`src/rtl/fpsu_pkg.sv`:
```
package fpsu_pkg;
  // condition-code nibble positions
  localparam int CC_NEG  = 27;
  localparam int CC_ZERO = 26;
  localparam int CC_INF  = 25;
  localparam int CC_NAN  = 24;
  localparam int CC_LO   = 24;
  localparam int CC_W    = 4;
  // exception byte positions
  localparam int EX_BSUN  = 15;
  localparam int EX_SNAN  = 14;
  localparam int EX_OPERR = 13;
  localparam int EX_OVFL  = 12;
  localparam int EX_UNFL  = 11;
  localparam int EX_DZ    = 10;
  localparam int EX_INEX2 = 9;
  localparam int EX_INEX1 = 8;
  localparam int EX_LO    = 8;
  localparam int EX_W     = 8;
  // accrued positions
  localparam int AC_IOP  = 7;
  localparam int AC_OVFL = 6;
  localparam int AC_UNFL = 5;
  localparam int AC_DZ   = 4;
  localparam int AC_INEX = 3;

  typedef enum logic [2:0] {
    CLS_SNAN = 3'd0,
    CLS_QNAN = 3'd1,
    CLS_ZERO = 3'd2,
    CLS_NUM  = 3'd3,
    CLS_INF  = 3'd4
  } res_cls_e;
endpackage

```
`src/rtl/fpsu_ccode.sv`:
```
module fpsu_ccode
  import fpsu_pkg::*;
#(
  parameter int STAT_W = 32,
  parameter int CLS_W  = 3
) (
  input  logic [STAT_W-1:0] stat_in,
  input  logic              sign_in,
  input  logic [CLS_W-1:0]  cls_in,
  output logic [STAT_W-1:0] stat_out
);
  logic [CC_W-1:0] cc;
  logic            snan_hit;

  always_comb begin
    cc       = '0;
    snan_hit = 1'b0;
    cc[CC_NEG-CC_LO] = sign_in;
    case (cls_in)
      CLS_SNAN: begin
        cc[CC_NAN-CC_LO] = 1'b1;
        snan_hit         = 1'b1;
      end
      CLS_QNAN: cc[CC_NAN-CC_LO]  = 1'b1;
      CLS_ZERO: cc[CC_ZERO-CC_LO] = 1'b1;
      CLS_INF:  cc[CC_INF-CC_LO]  = 1'b1;
      default:  ;
    endcase
  end

  always_comb begin
    stat_out = stat_in;
    stat_out[CC_LO +: CC_W] = cc;
    stat_out[EX_SNAN] = stat_in[EX_SNAN] | snan_hit;
  end
endmodule

```
`src/rtl/fpsu_accrue.sv`:
```
module fpsu_accrue
  import fpsu_pkg::*;
#(
  parameter int STAT_W = 32
) (
  input  logic [STAT_W-1:0] stat_in,
  output logic [STAT_W-1:0] stat_out
);
  logic [EX_W-1:0] ex;
  assign ex = stat_in[EX_LO +: EX_W];

  always_comb begin
    stat_out = stat_in;
    if (ex[EX_BSUN-EX_LO] | ex[EX_SNAN-EX_LO] | ex[EX_OPERR-EX_LO])
      stat_out[AC_IOP] = 1'b1;
    if (ex[EX_OVFL-EX_LO])
      stat_out[AC_OVFL] = 1'b1;
    if (ex[EX_UNFL-EX_LO] & ex[EX_INEX2-EX_LO])
      stat_out[AC_UNFL] = 1'b1;
    if (ex[EX_DZ-EX_LO])
      stat_out[AC_DZ] = 1'b1;
    if (ex[EX_INEX1-EX_LO] | ex[EX_INEX2-EX_LO] | ex[EX_OVFL-EX_LO])
      stat_out[AC_INEX] = 1'b1;
  end
endmodule

```
`src/rtl/fpsu_trap.sv`:
```
module fpsu_trap
  import fpsu_pkg::*;
#(
  parameter int STAT_W = 32
) (
  input  logic [STAT_W-1:0] stat_in,
  input  logic [STAT_W-1:0] ctrl_in,
  output logic              trap_out
);
  localparam logic [STAT_W-1:0] EX_MASK = {{(STAT_W-EX_W){1'b0}}, {EX_W{1'b1}}} << EX_LO;
  assign trap_out = |(stat_in & ctrl_in & EX_MASK);
endmodule

```
`src/rtl/fpsu_update.sv`:
```
module fpsu_update
  import fpsu_pkg::*;
#(
  parameter int STAT_W = 32,
  parameter int CLS_W  = 3
) (
  input  logic              clk,
  input  logic              rst,
  input  logic              upd_i,
  input  logic [STAT_W-1:0] stat_i,
  input  logic [STAT_W-1:0] ctrl_i,
  input  logic              res_sign_i,
  input  logic [CLS_W-1:0]  res_cls_i,
  output logic [STAT_W-1:0] stat_o,
  output logic              trap_o
);
  logic [STAT_W-1:0] stat_cc;
  logic [STAT_W-1:0] stat_acc;
  logic              trap_d;

  fpsu_ccode #(.STAT_W(STAT_W), .CLS_W(CLS_W)) u_ccode (
    .stat_in (stat_i),
    .sign_in (res_sign_i),
    .cls_in  (res_cls_i),
    .stat_out(stat_cc)
  );

  fpsu_accrue #(.STAT_W(STAT_W)) u_accrue (
    .stat_in (stat_cc),
    .stat_out(stat_acc)
  );

  fpsu_trap #(.STAT_W(STAT_W)) u_trap (
    .stat_in (stat_acc),
    .ctrl_in (ctrl_i),
    .trap_out(trap_d)
  );

  always_ff @(posedge clk) begin
    if (rst) begin
      stat_o <= '0;
      trap_o <= 1'b0;
    end else begin
      trap_o <= upd_i & trap_d;
      if (upd_i)
        stat_o <= stat_acc;
    end
  end
endmodule

```
`config.mk`:
```
export PLATFORM = sky130hd
export DESIGN_NAME = fpsu_update
export DESIGN_NICKNAME = d
export VERILOG_FILES = /design/src/rtl/fpsu_pkg.sv /design/src/rtl/fpsu_ccode.sv /design/src/rtl/fpsu_accrue.sv /design/src/rtl/fpsu_trap.sv /design/src/rtl/fpsu_update.sv
export SDC_FILE = /design/constraint.sdc
export NUM_CORES = 1
export LEC_CHECK = 0
export CORE_ASPECT_RATIO = 0.75
export CORE_MARGIN = 8
export CORE_UTILIZATION = 30
export CTS_BUF_LIST = sky130_fd_sc_hd__clkbuf_4 sky130_fd_sc_hd__clkbuf_8
export DETAILED_ROUTE_END_ITERATION = 6
export PLACE_DENSITY = 0.8
export SLEW_MARGIN = 20
export SYNTH_ARGS = -nofsm -noshare
export SYNTH_HDL_FRONTEND = slang
export SYNTH_SLANG_ARGS = --single-unit
```
`constraint.sdc`:
```
create_clock -name clk -period 0.9 [get_ports clk]
set_clock_uncertainty 0.05 [all_clocks]
set_input_delay 0.225 -clock clk [delete_from_list [all_inputs] [get_ports clk]]
set_output_delay 0.225 -clock clk [all_outputs]
set_load 0.05 [all_outputs]
```
==> insert_results.sql, run 1 <==
INSERT INTO impl_metrics (metric_group, metric, value, unit) VALUES
('outcome', 'status', 'finished with violations', ''),
('outcome', 'violated_checks', 'setup timing', ''),
('synthesis', 'yosys_register_bits', '33', ''),
('synthesis', 'synthMostInstantiatedCell', 'sky130_fd_sc_hd__nor2_1', ''),
('timing', 'hold-worst-slack', '267.2', 'ps'),
('synthesis', 'synth_seq_area_share', '52.38', '%'),
('synthesis', 'yosysWarnings', '0', ''),
('synthesis', 'mappedNetlistArea', '1261', 'µm²'),
('clock_network', 'cts_sinks', '33', ''),
('timing', 'finalMaxSlewViolations', '0', ''),
('setup_path', 'cp_data_arrival_time', '790', 'ps'),
('global_route', 'aggregate_global_route_resource_usage', '12.68', '%'),
('floorplan', 'design.portCount', '104', ''),
('routing', 'firstDrtPassIters', '4', ''),
('layout', 'nNetsFinal', '282', ''),
('synthesis', 'synth-simple-area-share', '14.48', '%'),
('timing', 'grt_setup_unrepaired', 'yes', ''),
('synthesis', 'mappedNetlistNets', '192', ''),
('layout', 'area_growth_syn_to_layout', '107.6', '%'),
('place', 'finalWeightedCongestion', '0.7308', ''),
('routing', 'route.vias.total', '1209', ''),
('global_route', 'antenna_found_initial', '0', ''),
('timing', 'setup_violations', '33', ''),
('clock_network', 'cts.clk_slew.worst_paths', '70', 'ps'),
('global_route', 'globalRouteMet1Util', '14.22', '%'),
('clock_network', 'cts_buffers', '5', ''),
('floorplan', 'initial_core_util', '31.11', '%'),
('timing', 'finalCriticalPeriod', '1068', 'ps'),
('setup_path', 'worst-path-max-fanout', '2', ''),
('synthesis', 'synth-compound-area-share', '8.929', '%'),
('place', 'hpwlAfterDp', '3306', 'µm'),
('global_route', 'grt_first_pass_wirelength', '6658', 'µm'),
('routing', 'route.detailed.wl_per_inst', '15.41', 'µm'),
('global_route', 'pin_count_of_the_biggest_net_entering_global_routing', '21', ''),
('routing', 'drt_drc_violations_left', '0', ''),
('global_route', 'grtUsageMet2', '21.50', '%'),
('synthesis', 'synthAdderAreaFrac', '0', '%'),
('synthesis', 'synth.lib_cells_used.distinct', '24', ''),
('timing', 'max_slew.worst_pin.slew', '291.7', 'ps'),
('floorplan', 'core.rowCount', '20', ''),
('timing', 'final_hold_viol_count', '0', ''),
('timing', 'max_freq', '936.6', 'MHz'),
('floorplan', 'placeable_core_area', '4054', 'µm²'),
('power', 'post-layout-total-power', '3890', 'µW'),
('synthesis', 'synth_top_family_by_area', 'multiplexers', ''),
('synthesis', 'synth-edff-count', '0', ''),
('setup_path', 'cp-end-kind', 'output port', ''),
('place', 'place.port_buffers', '75', ''),
('routing', 'wl', '4115', 'µm'),
('layout', 'fillers', '324', ''),
('setup_path', 'crit_required', '620', 'ps'),
('synthesis', 'ranking_of_synthesized_cells_by_area', 'sky130_fd_sc_hd__dfxtp_1, sky130_fd_sc_hd__mux2i_1, sky130_fd_sc_hd__nor2_1', ''),
('layout', 'layout-drive-gt1-share', '48.11', '%'),
('routing', 'via_to_cell_ratio', '4.528', ''),
('global_route', 'grt_overflow_total', '0', ''),
('synthesis', 'synthXorXnorAreaFrac', '0', '%'),
('setup_path', 'cpMaxStageDelayCell', 'sky130_fd_sc_hd__dfxtp_2', ''),
('flow_run', 'max_cap_violations', '0', ''),
('setup_path', 'cpPeakStageDelay', '370', 'ps'),
('routing', 'drt_iter0_markers', '41', ''),
('clock_network', 'clk-insertion-delay-late', '280', 'ps'),
('setup_path', 'timing.critical_path.buf_inv', '1', ''),
('clock_network', 'tritoncts', 'yes', ''),
('power', 'power_per_unit_of_standard_cell_area', '1486', 'nW/µm²'),
('global_route', 'first_global_vias', '1319', ''),
('timing', 'fin_ws', '-167.7', 'ps'),
('timing', 'relSlewSlack', '80.56', '%'),
('floorplan', 'area_enclosed_by_the_die_boundary', '6556', 'µm²'),
('synthesis', 'yosys.area.top_type', 'sky130_fd_sc_hd__dfxtp_1', ''),
('min_path', 'hp-class', 'input pin to register', ''),
('clock_network', 'root_buffer', 'sky130_fd_sc_hd__clkbuf_8', '');
-- through the flow --
step | cells | TNS (ps) | util, % | setup WS [ps] | instance area [µm²]
CTS | 265 | -5250 | 63.58 | -173.0 | 2577
global placement | 256 | -10990 | 61.45 | -496.6 | 2491
finish | 267 | -4891 | 64.60 | -167.7 | 2619
floorplan | 121 | 0 | - | 14.22 | 1308
global route | 267 | -5871 | 64.60 | -194.4 | 2619
detailed placement | 256 | -11380 | 61.45 | -550.6 | 2491
-- cell usage in the layout (no fill, tap or decap), drive strengths merged, types with 3 or more instances in the layout --
cell,synthesis,routed
a211oi,5,5
clkbuf,2,7
dfxtp,33,33
a21oi,4,4
clkdlybuf4s50,0,23
mux2i,23,23
nor2,35,35
dlygate4sd2,0,11
clkdlybuf4s15,0,3
buf,6,50
-- per-layer routing --
metal	vias to the layer above	wire [µm]
met5	-	0
met4	0	14
met3	3	322
met2	42	2029
met1	562	1748
li1	602	-
-- logic make-up after synthesis --
kind of cell / Yosys count
and+or+nand+nor: 41
DFF: 33
muxes: 23
AOI/OAI and AO/OA: 15
buffers and inverters: 9
-- layout make-up --
| cell class | count | area, µm² | share of cell area, % |
|---|---|---|---|
| Clock inverter | 3 | 17.52 | 0.6689 |
| Multi-Input combinational cell | 79 | 566.8 | 21.64 |
| Inverter | 1 | 3.754 | 0.1433 |
| Sequential cell | 33 | 701.9 | 26.80 |
| Clock buffer | 5 | 68.82 | 2.628 |
| Tap cell | 55 | 68.82 | 2.628 |
| Timing Repair Buffer | 91 | 1191 | 45.48 |
-- report_power, final --
part / internal, µW / switching [µW] / leakage [µW]
combinational: 605 / 535 / 0.000821
sequential: 1570 / 91.3 / 0.000284
clock: 533 / 558 / 0.0000439
-- what timing repair did --
item	CTS	global route
setup endpoints to repair	62	38
gates resized for setup	22	11
hold buffers	0	0
pin swaps	8	7
setup buffers	1	2
-- registers in the layout, indices dropped and copies added, names as in the netlist --
name,count
stat_o,32
trap_o,1
-- worst paths after layout --
| check | start | slack [ps] | cells past startpoint | to |
|---|---|---|---|---|
| setup / recovery | stat_o[7] | -170 | 1 | stat_o[7] |
| hold / removal | stat_i[14] | 270 | 3 | stat_o[14] |
| setup reg to reg | stat_o[5] | 60 | 3 | stat_o[5] |
| hold reg to reg | stat_o[3] | 460 | 2 | stat_o[3] |
-- worst register-to-register path, delay by kind of cell, from the launching register on --
family | cells | cell delay [ps]
flip-flops | 1 | 350
AO/OA/AOI/OAI | 1 | 200
buffers and inverters | 1 | 110
AND/OR/NAND/NOR | 1 | 40
(Power assumes the default switching activity.)
==> run 2: changes to the inputs <==
--- a/config.mk
+++ b/config.mk
@@ -5,6 +5,7 @@
 export SDC_FILE = /design/constraint.sdc
 export NUM_CORES = 1
 export LEC_CHECK = 0
+export CAP_MARGIN = 20
 export CORE_ASPECT_RATIO = 0.75
 export CORE_MARGIN = 8
 export CORE_UTILIZATION = 30
==> results of run 2 <==
The final DEF is identical to that of run 1; final timing and power are the same.
